==> src/rtl/rblit_pkg.sv <==
package rblit_pkg;
    typedef enum logic [1:0] {
        ST_IDLE,
        ST_REQ,
        ST_WAIT,
        ST_OUT
    } rb_state_e;
endpackage

==> src/rtl/rblit_walker.sv <==
module rblit_walker #(
    parameter int ADDR_W = 16,
    parameter int WID_W  = 10,
    parameter int HGT_W  = 10,
    parameter int STR_W  = 10
) (
    input  logic              clk,
    input  logic              rst_n,
    input  logic              load,
    input  logic              adv,
    input  logic [ADDR_W-1:0] src_addr,
    input  logic [WID_W-1:0]  width_m1,
    input  logic [HGT_W-1:0]  height_m1,
    input  logic [STR_W-1:0]  stride_w,
    input  logic              pix16,
    output logic [ADDR_W-1:0] pix_addr,
    output logic              line_end,
    output logic              blit_end
);
    typedef struct packed {
        logic [WID_W-1:0]  col;
        logic [HGT_W-1:0]  row;
        logic [ADDR_W-1:0] base;
        logic [ADDR_W-1:0] addr;
        logic [WID_W-1:0]  wm1;
        logic [HGT_W-1:0]  hm1;
        logic [STR_W-1:0]  stride;
        logic              two_byte;
    } walk_s;

    walk_s w_d, w_q;
    logic [ADDR_W-1:0] line_step;
    logic [ADDR_W-1:0] next_base;

    always_comb begin
        line_step = ADDR_W'({w_q.stride, 1'b0});
        next_base = w_q.base + line_step;
        w_d = w_q;
        if (load) begin
            w_d.col      = '0;
            w_d.row      = '0;
            w_d.base     = src_addr;
            w_d.addr     = src_addr;
            w_d.wm1      = width_m1;
            w_d.hm1      = height_m1;
            w_d.stride   = stride_w;
            w_d.two_byte = pix16;
        end else if (adv) begin
            if (w_q.col == w_q.wm1) begin
                w_d.col  = '0;
                w_d.row  = w_q.row + 1'b1;
                w_d.base = next_base;
                w_d.addr = next_base;
            end else begin
                w_d.col  = w_q.col + 1'b1;
                w_d.addr = w_q.addr + (w_q.two_byte ? ADDR_W'(2) : ADDR_W'(1));
            end
        end
    end

    always_ff @(posedge clk or negedge rst_n) begin
        if (!rst_n) w_q <= '0;
        else        w_q <= w_d;
    end

    assign pix_addr = w_q.addr;
    assign line_end = (w_q.col == w_q.wm1);
    assign blit_end = line_end && (w_q.row == w_q.hm1);


    col_bound_chk: assert property (@(posedge clk) disable iff (!rst_n)
        w_q.col <= w_q.wm1);

    row_bound_chk: assert property (@(posedge clk) disable iff (!rst_n)
        w_q.row <= w_q.hm1);
endmodule

==> src/rtl/rblit_ctrl.sv <==
module rblit_ctrl
    import rblit_pkg::*;
#(
    parameter int ADDR_W = 16
) (
    input  logic              clk,
    input  logic              rst_n,
    input  logic              start,
    input  logic              pix16,
    input  logic              phase,
    output logic              load,
    output logic              adv,
    input  logic              line_end,
    input  logic              blit_end,
    input  logic [ADDR_W-1:0] pix_addr,
    output logic              mem_req,
    output logic [ADDR_W-1:0] mem_addr,
    input  logic              mem_rvalid,
    input  logic [15:0]       mem_rdata,
    output logic              out_valid,
    output logic [15:0]       out_data,
    input  logic              out_ready,
    output logic              busy,
    output logic              done
);
    typedef struct packed {
        rb_state_e   state;
        logic [15:0] word;
        logic        hi;
        logic        two_byte;
        logic        ph;
        logic        fin;
    } ctrl_s;

    ctrl_s c_d, c_q;

    always_comb begin
        c_d  = c_q;
        load = 1'b0;
        adv  = 1'b0;
        unique case (c_q.state)
            ST_IDLE: begin
                if (start) begin
                    load         = 1'b1;
                    c_d.state    = ST_REQ;
                    c_d.two_byte = pix16;
                    c_d.ph       = phase;
                    c_d.hi       = phase & ~pix16;
                    c_d.word     = '0;
                    c_d.fin      = 1'b0;
                end
            end
            ST_REQ: c_d.state = ST_WAIT;
            ST_WAIT: begin
                if (mem_rvalid) begin
                    if (c_q.two_byte) begin
                        c_d.word  = mem_rdata;
                        c_d.state = ST_OUT;
                    end else if (c_q.hi) begin
                        c_d.word[15:8] = mem_rdata[7:0];
                        c_d.state      = ST_OUT;
                    end else begin
                        c_d.word[7:0] = mem_rdata[7:0];
                        if (line_end) begin
                            c_d.state = ST_OUT;
                        end else begin
                            c_d.hi    = 1'b1;
                            adv       = 1'b1;
                            c_d.state = ST_REQ;
                        end
                    end
                end
            end
            ST_OUT: begin
                if (out_ready) begin
                    c_d.word = '0;
                    if (blit_end) begin
                        c_d.state = ST_IDLE;
                        c_d.fin   = 1'b1;
                    end else begin
                        adv       = 1'b1;
                        c_d.hi    = line_end ? (c_q.ph & ~c_q.two_byte) : 1'b0;
                        c_d.state = ST_REQ;
                    end
                end
            end
            default: c_d.state = ST_IDLE;
        endcase
    end

    always_ff @(posedge clk or negedge rst_n) begin
        if (!rst_n) c_q <= '{state: ST_IDLE, default: '0};
        else        c_q <= c_d;
    end

    assign mem_req   = (c_q.state == ST_REQ);
    assign mem_addr  = pix_addr;
    assign out_valid = (c_q.state == ST_OUT);
    assign out_data  = c_q.word;
    assign busy      = (c_q.state != ST_IDLE);
    assign done      = c_q.fin;


    hold_stable_chk: assert property (@(posedge clk) disable iff (!rst_n)
        out_valid && !out_ready |=> out_valid && $stable(out_data));

    no_read_while_held_chk: assert property (@(posedge clk) disable iff (!rst_n)
        out_valid |-> !mem_req);

    one_read_chk: assert property (@(posedge clk) disable iff (!rst_n)
        mem_req |=> !mem_req);

    done_idle_chk: assert property (@(posedge clk) disable iff (!rst_n)
        done |-> !busy && !out_valid);
endmodule

==> src/rtl/rblit_packer.sv <==
module rblit_packer #(
    parameter int ADDR_W = 16,
    parameter int WID_W  = 10,
    parameter int HGT_W  = 10,
    parameter int STR_W  = 10
) (
    input  logic              clk,
    input  logic              rst_n,
    input  logic              start,
    input  logic [ADDR_W-1:0] src_addr,
    input  logic [WID_W-1:0]  width_m1,
    input  logic [HGT_W-1:0]  height_m1,
    input  logic [STR_W-1:0]  stride_w,
    input  logic              pix16,
    input  logic              phase,
    output logic              mem_req,
    output logic [ADDR_W-1:0] mem_addr,
    input  logic              mem_rvalid,
    input  logic [15:0]       mem_rdata,
    output logic              out_valid,
    output logic [15:0]       out_data,
    input  logic              out_ready,
    output logic              busy,
    output logic              done
);
    logic              load, adv, line_end, blit_end;
    logic [ADDR_W-1:0] pix_addr;

    rblit_walker #(
        .ADDR_W(ADDR_W), .WID_W(WID_W), .HGT_W(HGT_W), .STR_W(STR_W)
    ) walk_i (
        .clk(clk), .rst_n(rst_n), .load(load), .adv(adv),
        .src_addr(src_addr), .width_m1(width_m1), .height_m1(height_m1),
        .stride_w(stride_w), .pix16(pix16), .pix_addr(pix_addr),
        .line_end(line_end), .blit_end(blit_end)
    );

    rblit_ctrl #(.ADDR_W(ADDR_W)) ctrl_i (
        .clk(clk), .rst_n(rst_n), .start(start), .pix16(pix16), .phase(phase),
        .load(load), .adv(adv), .line_end(line_end), .blit_end(blit_end),
        .pix_addr(pix_addr), .mem_req(mem_req), .mem_addr(mem_addr),
        .mem_rvalid(mem_rvalid), .mem_rdata(mem_rdata),
        .out_valid(out_valid), .out_data(out_data), .out_ready(out_ready),
        .busy(busy), .done(done)
    );
endmodule

==> config.mk <==
export PLATFORM = sky130hd
export DESIGN_NAME = rblit_packer
export DESIGN_NICKNAME = d
export VERILOG_FILES = /design/src/rtl/rblit_pkg.sv /design/src/rtl/rblit_walker.sv /design/src/rtl/rblit_ctrl.sv /design/src/rtl/rblit_packer.sv
export SDC_FILE = /design/constraint.sdc
export NUM_CORES = 1
export LEC_CHECK = 0
export ABC_CLOCK_PERIOD_IN_PS = 4600
export BUFFER_PORTS_ARGS = -buffer_cell sky130_fd_sc_hd__buf_2
export CORE_MARGIN = 8
export CORE_UTILIZATION = 25
export CTS_BUF_LIST = sky130_fd_sc_hd__clkbuf_2
export DETAILED_ROUTE_END_ITERATION = 6
export HOLD_SLACK_MARGIN = 0.06
export PLACE_DENSITY = 0.44
export SYNTH_ARGS = -nofsm -noshare
export SYNTH_HDL_FRONTEND = slang
export SYNTH_SLANG_ARGS = --single-unit
==> constraint.sdc <==
create_clock -name clk -period 4.6 [get_ports clk]
set_clock_uncertainty 0.1 [all_clocks]
set_input_delay 0 -clock clk [delete_from_list [all_inputs] [get_ports clk]]
set_output_delay 0 -clock clk [all_outputs]
set_load 0.02 [all_outputs]
==> flow_metrics.env, run 1 <==
export IMPL_portBuffers=104
export IMPL_place_ws_ps=1230
export IMPL_cp_slowest_cell="nor2_2"
export IMPL_fmax_ghz=0.292
export IMPL_grt_max_degree=55
export IMPL_via_per_inst=4.72
export IMPL_htreeDepth=3
export IMPL_final_period_utilization=0.745
export IMPL_start_util=0.255
export IMPL_power_w=0.00478
export IMPL_ff2ff_path_depth=7
export IMPL_synth_ff_type="dfrtp_1"
export IMPL_worst_pin_slew_ps=1220
export IMPL_ys_warnings_count=0
export IMPL_finalNetCount=1024
export IMPL_track_usage=0.135
export IMPL_crit_type="flip-flop to flip-flop"
export IMPL_hold_viol=0
export IMPL_sw_frac_of_total=0.483
export IMPL_cp_max_fo=27
export IMPL_sequentialPowerShare=0.340
export IMPL_synth_compound_area_frac=0.161
export IMPL_synthXorXnorAreaFrac=0.0621
export IMPL_rows=57
export IMPL_crit_required_ps=5100
export IMPL_whs_endpoint="walk_i.w_q[59]$_DFFE_PN0P_"
export IMPL_yosysTopAreaCellShare=0.419
export IMPL_grt_pass1_vias=6046
export IMPL_io_pins=105
export IMPL_yosys_area_share_simple=0.221
export IMPL_layout_drive_gt1_share=0.158
export IMPL_yosys_area_share_adder=0.0347
export IMPL_insertion_delay_ps=660
export IMPL_clkSinkCount=104
export IMPL_postRouteAntennaNets=0
export IMPL_drc_errors=0
export IMPL_antenna_found_initial=1
export IMPL_critPathTopFamily="simple AND/OR/NAND/NOR gates"
export IMPL_vdd_drop_max_uv=200
export IMPL_min_path_type="primary input to flip-flop"
export IMPL_final_cell_mix="dlygate4sd3_1, nand2_1, dfrtp_1, buf_2, o21ai_0"
export IMPL_fp_coreArea_um2=24300
export IMPL_fin_util=0.353
export IMPL_final_common_cell="dlygate4sd3_1"
export IMPL_reg2reg_slack_ps=1170
export IMPL_p_leak_nw=3.85
export IMPL_intPower_w=0.00247
export IMPL_numCtsBuffers=9
export IMPL_globalRouteOverflowTotal=0
export IMPL_r2r_start="walk_i.w_q[77]$_DFFE_PN0P_"
export IMPL_fin_crit_ps=3430
export IMPL_synthTopCellsByArea="dfrtp_1, nand2_1, xnor2_1"
export IMPL_vias=5986
export IMPL_cap_viol_max_count=0
export IMPL_rsz0062_at_grt="false"
export IMPL_status="complete, no violations"
export IMPL_max_slew_margin_rel=0.189
export IMPL_grt_pass1_wl_um=33200
export IMPL_worst_setup_path_end_kind="flip-flop"
export IMPL_crit_arrival_ps=3920
export IMPL_finalMaxSlewViolations=0
export IMPL_tritoncts="built"
export IMPL_synthArstFlopShare=1.00
export IMPL_wl_per_cell_um=16.2
export IMPL_synth_top_family_by_area="simple AND/OR/NAND/NOR gates"
export IMPL_path_clk_slew_ps=320
export IMPL_slowest_delay_ps=860
export IMPL_startpoint_type="flip-flop"
export IMPL_fin_tns_setup_ps=0
export IMPL_startpoint="walk_i.w_q[77]$_DFFE_PN0P_"
export IMPL_die_w_um=174
export IMPL_cts_max_path_buffers=2
export IMPL_routed_wl_um=20600
export IMPL_gp_congestion=0.832
export IMPL_die_area_um2=30100
export IMPL_setup_viol=0
export IMPL_hold_depth=4
export IMPL_r2r_end="walk_i.w_q[50]$_DFFE_PN0P_"
export IMPL_ys_ff_latch=104
export IMPL_syn_num_nets=802
export IMPL_syn_area_um2=6210
export IMPL_clockPowerShare=0.095
export IMPL_p_switching_w=0.00231
export IMPL_cp_num_buf_inv=1
export IMPL_yosysUniqueCellTypes=66
export IMPL_ctsRootBufferMaster="clkbuf_2"
export IMPL_ys_seq_area_frac=0.419
export IMPL_postSynthCellCount=717
export IMPL_synth_avg_cell_area_um2=8.66
export IMPL_hpwl_um=14100
export IMPL_drt_pass1_iterations=7
export IMPL_yosysTopAreaCell="dfrtp_1"
export IMPL_synth_mux_area_frac=0.0276
export IMPL_syn2layout_area_growth_pct=38.3
export IMPL_synth_edf_count=0
export IMPL_p_comb_frac=0.565
export IMPL_finalWorstSetupSlack_ps=1170
export IMPL_power_density_nw_per_um2=557
export IMPL_drt_first_iter_violations=325
export IMPL_crit_chain="xor2_1 -> nor4_4 -> nand3_4 -> nor2_2 -> mux2i_1 -> o21ai_0 -> dlygate4sd3_1"
export IMPL_hp_start="src_addr[12]"
export IMPL_die_h_um=174
synthesized netlist by cell type (all sizes together) (2+ instances only):
master / number
nor3: 10
o311ai: 3
o31ai: 3
o32ai: 2
nand3: 39
or2: 2
a21oi: 28
a22oi: 2
buf: 42
o21ai: 48
ha: 14
xnor2: 29
mux2i: 7
clkbuf: 19
a21o: 6
o21a: 3
dfrtp: 104
and3: 9
o22ai: 2
o32a: 2
nand4b: 3
nand2: 147
or4: 3
a211o: 3
nor4: 7
nor2b: 8
o211ai: 10
nor2: 43
a31oi: 14
o21bai: 2
a22o: 6
inv: 28
a211oi: 6
fa: 2
or3: 5
mux2: 9
xor2: 15
nand4: 10
and2: 3
a2111oi: 2
sequential cells by signal, indices dropped and copies added, names as in the netlist:
register	cells
walk_i.pix_addr	16
walk_i.w_q	57
ctrl_i.done	1
ctrl_i.out_data	16
walk_i.line_step	10
ctrl_i.c_q	4
per-layer routing:
| metal | vias up | global-route usage | routed length [um] |
|---|---|---|---|
| li1 | 2925 | - | - |
| met1 | 2894 | 0.179 | 9920 |
| met2 | 147 | 0.218 | 9330 |
| met3 | 20 | 0.0301 | 962 |
| met4 | 0 | 0.0381 | 405 |
| met5 | - | 0 | 0 |
cell families after synthesis:
family / Yosys count
flops: 104
compound gates: 154
fa+ha+maj: 16
xor+xnor: 44
mux: 16
simple gates: 294
buf+inv: 89
timing repair:
action,in CTS,in global routing
setup buffers,0,0
hold buffers,163,0
endpoints found under the hold margin,200,0
gates resized for setup,0,0
power by group through the flow:
stage	Clock (W)	Sequential [W]	Combinational, W
2_1_floorplan	0	0.00151	0.00199
3_3_place_gp	0	0.00165	0.00243
3_5_place_dp	0	0.00164	0.00242
4_1_cts	0.000481	0.00162	0.00270
5_1_grt	0.000507	0.00168	0.00302
6_report	0.000454	0.00162	0.00270
final cells by class:
type,count,area [um^2]
fill,2522,15700
multi-input combinational,524,3150
sequential,104,2600
timing repair buffer,272,2210
tap,324,405
inverter,28,105
clock inverter,7,63.8
clock buffer,9,45.0
antenna,1,2.50
metrics by stage:
step,hold WS (ps),instance area (um^2),std cells
6_report,90.5,8580,1269
5_1_grt,96.2,8580,1269
4_1_cts,61.1,8580,1268
3_5_place_dp,21.9,6820,1089
3_3_place_gp,24.9,6820,1089
2_1_floorplan,-396,6210,717
how the worst max path moves through the flow:
stage	slack, ps	cells after the start	end
finish	1170	7	walk_i.w_q[50]$_DFFE_PN0P_
global placement	1200	6	walk_i.pix_addr[10]$_DFFE_PN0P_
global route	870	6	walk_i.w_q[62]$_DFFE_PN0P_
detailed placement	1230	6	walk_i.pix_addr[10]$_DFFE_PN0P_
floorplan	1940	8	walk_i.pix_addr[11]$_DFFE_PN0P_
CTS	1160	7	walk_i.w_q[50]$_DFFE_PN0P_
worst min-delay path, cell delays in order:
cell           delay, ps
dlygate4sd3_1        530
buf_2                 90
nand2_1              110
nand3_1               90
(Power assumes the default switching activity.)
==> run 2: changes to the inputs <==
- ABC_AREA: default -> 1
- ABC_CLOCK_PERIOD_IN_PS: 4600 -> 3460
- clock period: 4.6 -> 3.46 ns (I/O delays scaled with it)
==> run 2 against run 1 <==
Design area increased by 1.4%. Combinational power increased by 31%. Highest routed layer unchanged. Area after synthesis increased by 6.6%. Synthesized cell count increased by 32%. Register-to-register slack got worse by 360 ps. Sequential power increased by 34%. Utilization decreased by 1.9 points. Critical endpoint is now walk_i.w_q[47]$_DFFE_PN0P_. Non-clock buffer count decreased by 21. Via count increased by 7.7%. Clock power increased by 16%.
==> flow_metrics.env, run 2 <==
export IMPL_power_w=0.00623
export IMPL_die_h_um=179
export IMPL_vdd_drop_max_uv=256
export IMPL_fp_coreArea_um2=26100
export IMPL_synth_edf_count=0
export IMPL_fin_crit_ps=2640
export IMPL_start_util=0.254
export IMPL_final_cell_mix="nand2_1, dlygate4sd3_1, dfrtp_1, buf_2, nor2_1"
export IMPL_synth_most_common_cell="nand2_1"
export IMPL_finalNetCount=1227
export IMPL_layout_drive_gt1_share=0.131
export IMPL_cts_setup_buffers=0
export IMPL_routed_wl_um=20500
export IMPL_drt_pass1_iterations=4
export IMPL_syn_area_um2=6620
export IMPL_rsz0062_at_grt="false"
export IMPL_max_slew_margin_rel=0.552
export IMPL_finalMaxSlewViolations=0
export IMPL_largest_register="walk_i.w_q"
export IMPL_gp_congestion=0.782
export IMPL_power_density_nw_per_um2=717
export IMPL_hpwl_um=15000
export IMPL_ys_ff_latch=104
export IMPL_postRouteAntennaNets=0
export IMPL_ys_warnings_count=0
export IMPL_die_w_um=179
export IMPL_die_area_um2=31900
export IMPL_grt_max_degree=54
export IMPL_ctsResizeCount=0
export IMPL_rows=59
export IMPL_path_clk_slew_ps=300
export IMPL_crit_arrival_ps=3150
export IMPL_status="complete, no violations"
export IMPL_grt_pass1_wl_um=34100
export IMPL_fillers=2858
export IMPL_globalRouteOverflowTotal=0
export IMPL_startpoint_type="flip-flop"
export IMPL_htreeDepth=3
export IMPL_syn2layout_area_growth_pct=31.5
export IMPL_portBuffers=104
export IMPL_tritoncts="built"
export IMPL_setup_viol=0
export IMPL_final_common_cell="nand2_1"
export IMPL_postSynthCellCount=944
export IMPL_via_per_inst=4.35
export IMPL_worst_setup_path_end_kind="flip-flop"
export IMPL_crit_required_ps=3960
export IMPL_cp_max_fo=40
export IMPL_synthArstFlopShare=1.00
export IMPL_ys_top_cells_by_count="nand2_1, dfrtp_1, nor2_1"
export IMPL_hold_viol=0
export IMPL_insertion_delay_ps=630
export IMPL_yosysTopAreaCellShare=0.393
export IMPL_numCtsBuffers=9
export IMPL_ys_seq_area_frac=0.393
export IMPL_track_usage=0.134
export IMPL_synthTopCellsByArea="dfrtp_1, nand2_1, nand3_1"
export IMPL_syn_num_nets=1029
export IMPL_io_pins=105
export IMPL_yosysTopAreaCell="dfrtp_1"
export IMPL_final_cell_count_no_fill=1482
export IMPL_worst_pin_slew_ps=672
export IMPL_p_leak_nw=4.40
export IMPL_yosysUniqueCellTypes=37
export IMPL_drt_first_iter_violations=344
export IMPL_grt_pass1_vias=6696
export IMPL_vias=6446
export IMPL_cap_viol_max_count=0
export IMPL_dp_cells=1331
export IMPL_final_period_utilization=0.764
export IMPL_largest_reg_flops=57
export IMPL_drc_errors=0
export IMPL_synth_ff_type="dfrtp_1"
export IMPL_crit_type="flip-flop to flip-flop"
export IMPL_cts_max_path_buffers=2
export IMPL_hold_ws_ps=157
export IMPL_fin_tns_setup_ps=0
export IMPL_antenna_found_initial=1
export IMPL_synth_avg_cell_area_um2=7.01
export IMPL_wl_per_cell_um=13.9
export IMPL_clkSinkCount=104
export IMPL_fmax_ghz=0.378
export IMPL_ctsRootBufferMaster="clkbuf_2"
export IMPL_min_path_type="primary input to flip-flop"
[run 2: cells by family (layout without fill, tap and decap cells)]
| logic type | after synthesis | in the layout | synth area share |
|---|---|---|---|
| and+or+nand+nor | 555 | 555 | 0.344 |
| buffers and inverters | 141 | 343 | 0.106 |
| DFF | 104 | 104 | 0.393 |
| AOI/OAI and AO/OA | 98 | 98 | 0.0843 |
| xor gates and xnor gates | 30 | 30 | 0.0397 |
| adders and majority gates | 16 | 16 | 0.0325 |
| other | 0 | 1 | 0 |
[run 2: worst max-delay path, cell delays in order, from the launching register on]
cell and delay (ps):
dfrtp_1 510, nor2_1 160, inv_1 120, nor2_4 110, buf_4 390, buf_4 350
nand2_1 170, o21ai_0 110, dlygate4sd3_1 580
[run 2: cell type report]
cell class | instances | area [um^2] | area share
multi-input cells | 699 | 3320 | 0.382
flip-flops and latches | 104 | 2600 | 0.299
repair buffers | 251 | 1980 | 0.228
well taps | 335 | 419 | 0.0482
inverters | 77 | 289 | 0.0332
clock buffers | 10 | 50.0 | 0.00575
clock inverters | 5 | 35.0 | 0.00403
diodes | 1 | 2.50 | 0.000288
[run 2: stage by stage]
stage / area (um^2) / util / setup slack (ps)
after floorplan: 6620 / - / 1270
after global placement: 7240 / 0.278 / 895
after detailed placement: 7240 / 0.278 / 901
after CTS: 8700 / 0.334 / 786
after global routing: 8700 / 0.334 / 603
final: 8700 / 0.334 / 817
[run 2: timing repair]
action                     in CTS  in global routing
setup endpoints to repair       0                  0
hold endpoints to repair      208                  0
hold buffers                  135                  0
[run 2: per-layer routing]
metal | vias to the layer above | track usage | wire length [um]
li1 | 3357 | - | -
met1 | 2990 | 0.166 | 9430
met2 | 86 | 0.237 | 10300
met3 | 13 | 0.0234 | 589
met4 | 0 | 0.0296 | 202
met5 | - | 0 | 0
[run 2: worst paths after layout]
check | startpoint | end | slack (ps) | cells after the start
setup / recovery | ctrl_i.c_q[21]$_DFFE_PN0P_ | walk_i.w_q[47]$_DFFE_PN0P_ | 820 | 8
hold / removal | src_addr[13] | walk_i.pix_addr[13]$_DFFE_PN0P_ | 160 | 6
setup reg to reg | ctrl_i.c_q[21]$_DFFE_PN0P_ | walk_i.w_q[47]$_DFFE_PN0P_ | 820 | 8
hold reg to reg | walk_i.w_q[53]$_DFFE_PN0P_ | walk_i.w_q[53]$_DFFE_PN0P_ | 410 | 2
max in group asynchronous | rst_n | walk_i.line_step[10]$_DFFE_PN0P_ | 2550 | 4
min in group asynchronous | rst_n | walk_i.w_q[74]$_DFFE_PN0P_ | 330 | 4
[run 2: report_power, final]
part	switching (W)	leakage, nW	internal [W]
clock	0.000432	0.0577	0.0000939
sequential	0.000461	1.34	0.00171
combinational	0.00221	3.01	0.00132
total	0.00311	4.40	0.00313
==> run 3: changes to the inputs <==
- ABC_AREA: 1 -> 0
- ABC_CLOCK_PERIOD_IN_PS: 3460 -> 2400
- PLACE_DENSITY: 0.44 -> 0.45
- clock period: 3.46 -> 2.4 ns (I/O delays scaled with it)
==> run 3 against run 2 <==
The run now ends with negative setup slack left. Sequential share of layout area down 1.9 points. First-iteration DRC count is 5.2% lower. Utilization is 4.9 points higher. Design area grew 7.1%. Non-clock buffer count grew 77. Largest power group unchanged. Routed wire length up 1.7%. Largest cell class unchanged. Critical path type unchanged. Critical endpoint is now walk_i.pix_addr[11]$_DFFE_PN0P_. Critical path depth is 1 higher. Setup slack worse by 1000 ps. Via count down 5.5%. Global-route usage increased by 0.48 points. Fmax rose by 1.5%.
==> flow_metrics.env, run 3 (synthesized netlist as in run 1, its figures left out) <==
export IMPL_routed_wl_um=20900
export IMPL_largest_register="walk_i.w_q"
export IMPL_max_slew_margin_rel=0.517
export IMPL_startpoint_type="flip-flop"
export IMPL_r2r_start="walk_i.line_step[1]$_DFFE_PN0P_"
export IMPL_layout_drive_gt1_share=0.240
export IMPL_slowest_delay_ps=500
export IMPL_die_area_um2=30100
export IMPL_worst_setup_path_end_kind="flip-flop"
export IMPL_syn2layout_area_growth_pct=50.1
export IMPL_path_clk_slew_ps=310
export IMPL_ctsRootBufferMaster="clkbuf_2"
export IMPL_cts_max_path_buffers=2
export IMPL_htreeDepth=3
export IMPL_use_met2=0.230
export IMPL_final_period_utilization=1.09
export IMPL_cap_viol_max_count=0
export IMPL_ff2ff_path_depth=9
export IMPL_hold_depth=4
export IMPL_setup_viol=9
export IMPL_antenna_found_initial=2
export IMPL_vias=6092
export IMPL_status="complete, but fails checks"
export IMPL_hp_start="src_addr[11]"
export IMPL_drc_errors=0
export IMPL_crit_required_ps=2860
export IMPL_fmax_ghz=0.384
export IMPL_globalRouteOverflowTotal=0
export IMPL_finalMaxSlewViolations=0
export IMPL_multi_input_comb_area_um2=3350
export IMPL_gp_congestion=0.798
export IMPL_cp_slowest_cell="dfrtp_1"
export IMPL_postRouteAntennaNets=0
export IMPL_top_usage_layer="met2"
export IMPL_portBuffers=104
export IMPL_io_pins=105
export IMPL_drt_pass1_iterations=5
export IMPL_track_usage=0.139
export IMPL_start_util=0.255
export IMPL_hold_viol=0
export IMPL_worst_pin_slew_ps=722
export IMPL_crit_arrival_ps=3070
export IMPL_rsz0062_at_grt="true"
export IMPL_drt_first_iter_violations=326
export IMPL_final_cell_mix="dlygate4sd3_1, nand2_1, buf_2, dfrtp_1, buf_4"
export IMPL_numCtsBuffers=9
export IMPL_fillers=2481
export IMPL_insertion_delay_ps=640
export IMPL_clkSinkCount=104
export IMPL_via_per_inst=4.59
export IMPL_rows=57
export IMPL_p_leak_nw=4.12
export IMPL_die_w_um=174
export IMPL_grt_use_met1=0.180
export IMPL_place_area_um2=7340
export IMPL_fin_tns_setup_ps=-970
export IMPL_cp_max_fo=4
export IMPL_crit_chain="ha_4 -> fa_2 -> a211o_1 -> a21o_1 -> a2111oi_4 -> buf_4 -> nor2_4 -> xnor2_1 -> a211oi_1"
export IMPL_final_common_cell="dlygate4sd3_1"
export IMPL_vdd_drop_max_uv=374
export IMPL_min_path_type="primary input to flip-flop"
export IMPL_hpwl_um=14400
export IMPL_startpoint="walk_i.line_step[1]$_DFFE_PN0P_"
export IMPL_register_area_um2=2610
export IMPL_largest_reg_flops=57
export IMPL_grt_max_degree=62
export IMPL_grt_pass1_vias=6331
export IMPL_stdcell_area_um2=9310
export IMPL_wl_per_cell_um=15.7
export IMPL_power_density_nw_per_um2=1100
export IMPL_failed_checks="negative setup slack"
export IMPL_grt_pass1_wl_um=34100
export IMPL_die_h_um=174
export IMPL_place_ws_ps=-113
export IMPL_gr_usage_met3=0.0255
export IMPL_fp_coreArea_um2=24300
export IMPL_crit_type="flip-flop to flip-flop"
export IMPL_finalNetCount=1080
export IMPL_tritoncts="built"
export IMPL_fin_crit_ps=2600
export IMPL_finalWorstSetupSlack_ps=-204
export IMPL_hold_ws_ps=142
## run 3: worst paths after layout
kind / end / slack, ps
max: walk_i.pix_addr[11]$_DFFE_PN0P_ / -200
min: walk_i.pix_addr[11]$_DFFE_PN0P_ / 140
max reg2reg: walk_i.pix_addr[11]$_DFFE_PN0P_ / -200
min reg2reg: ctrl_i.c_q[1]$_DFFE_PN0P_ / 420
max in group asynchronous: walk_i.line_step[2]$_DFFE_PN0P_ / 1120
min in group asynchronous: walk_i.pix_addr[3]$_DFFE_PN0P_ / 210
## run 3: worst max-delay path, delay by kind of cell (launching register included)
family,cells,cell delay [ps]
fa+ha+maj,2,520
buf+inv,1,190
xor+xnor,1,120
compound gates,4,1030
flops,1,500
simple gates,1,50
## run 3: timing repair
item,CTS,global route
buffers inserted,4,6
pin swaps,7,15
endpoints found under the setup margin,9,42
hold buffers,157,0
hold endpoints to repair,206,0
resized for setup,8,33
## run 3: metrics by stage
step,cells,total power (W),utilization
final,1326,0.0102,0.383
after floorplan,717,0.00679,-
after detailed placement,1142,0.00843,0.302
after global placement,1142,0.00841,0.302
after CTS,1318,0.00986,0.375
after global routing,1326,0.0110,0.383
## run 3: final cells by class
class	count	area share
repair buffers	328	0.290
diodes	2	0.000537
flip-flops and latches	104	0.280
clock inverters	7	0.0102
inverters	28	0.0113
multi-input cells	524	0.360
well taps	324	0.0435
clock buffers	9	0.00484
## run 3: power breakdown
part | leakage, nW | internal [W] | switching, W
Clock | 0.0722 | 0.000343 | 0.000668
Sequential | 1.31 | 0.00243 | 0.000657
Combinational | 2.74 | 0.00272 | 0.00338
## run 3: per-layer routing
layer	routed length (um)	vias to the layer above
li1	-	3036
met1	9960	2885
met2	9680	146
met3	897	25
met4	341	0
met5	0	-
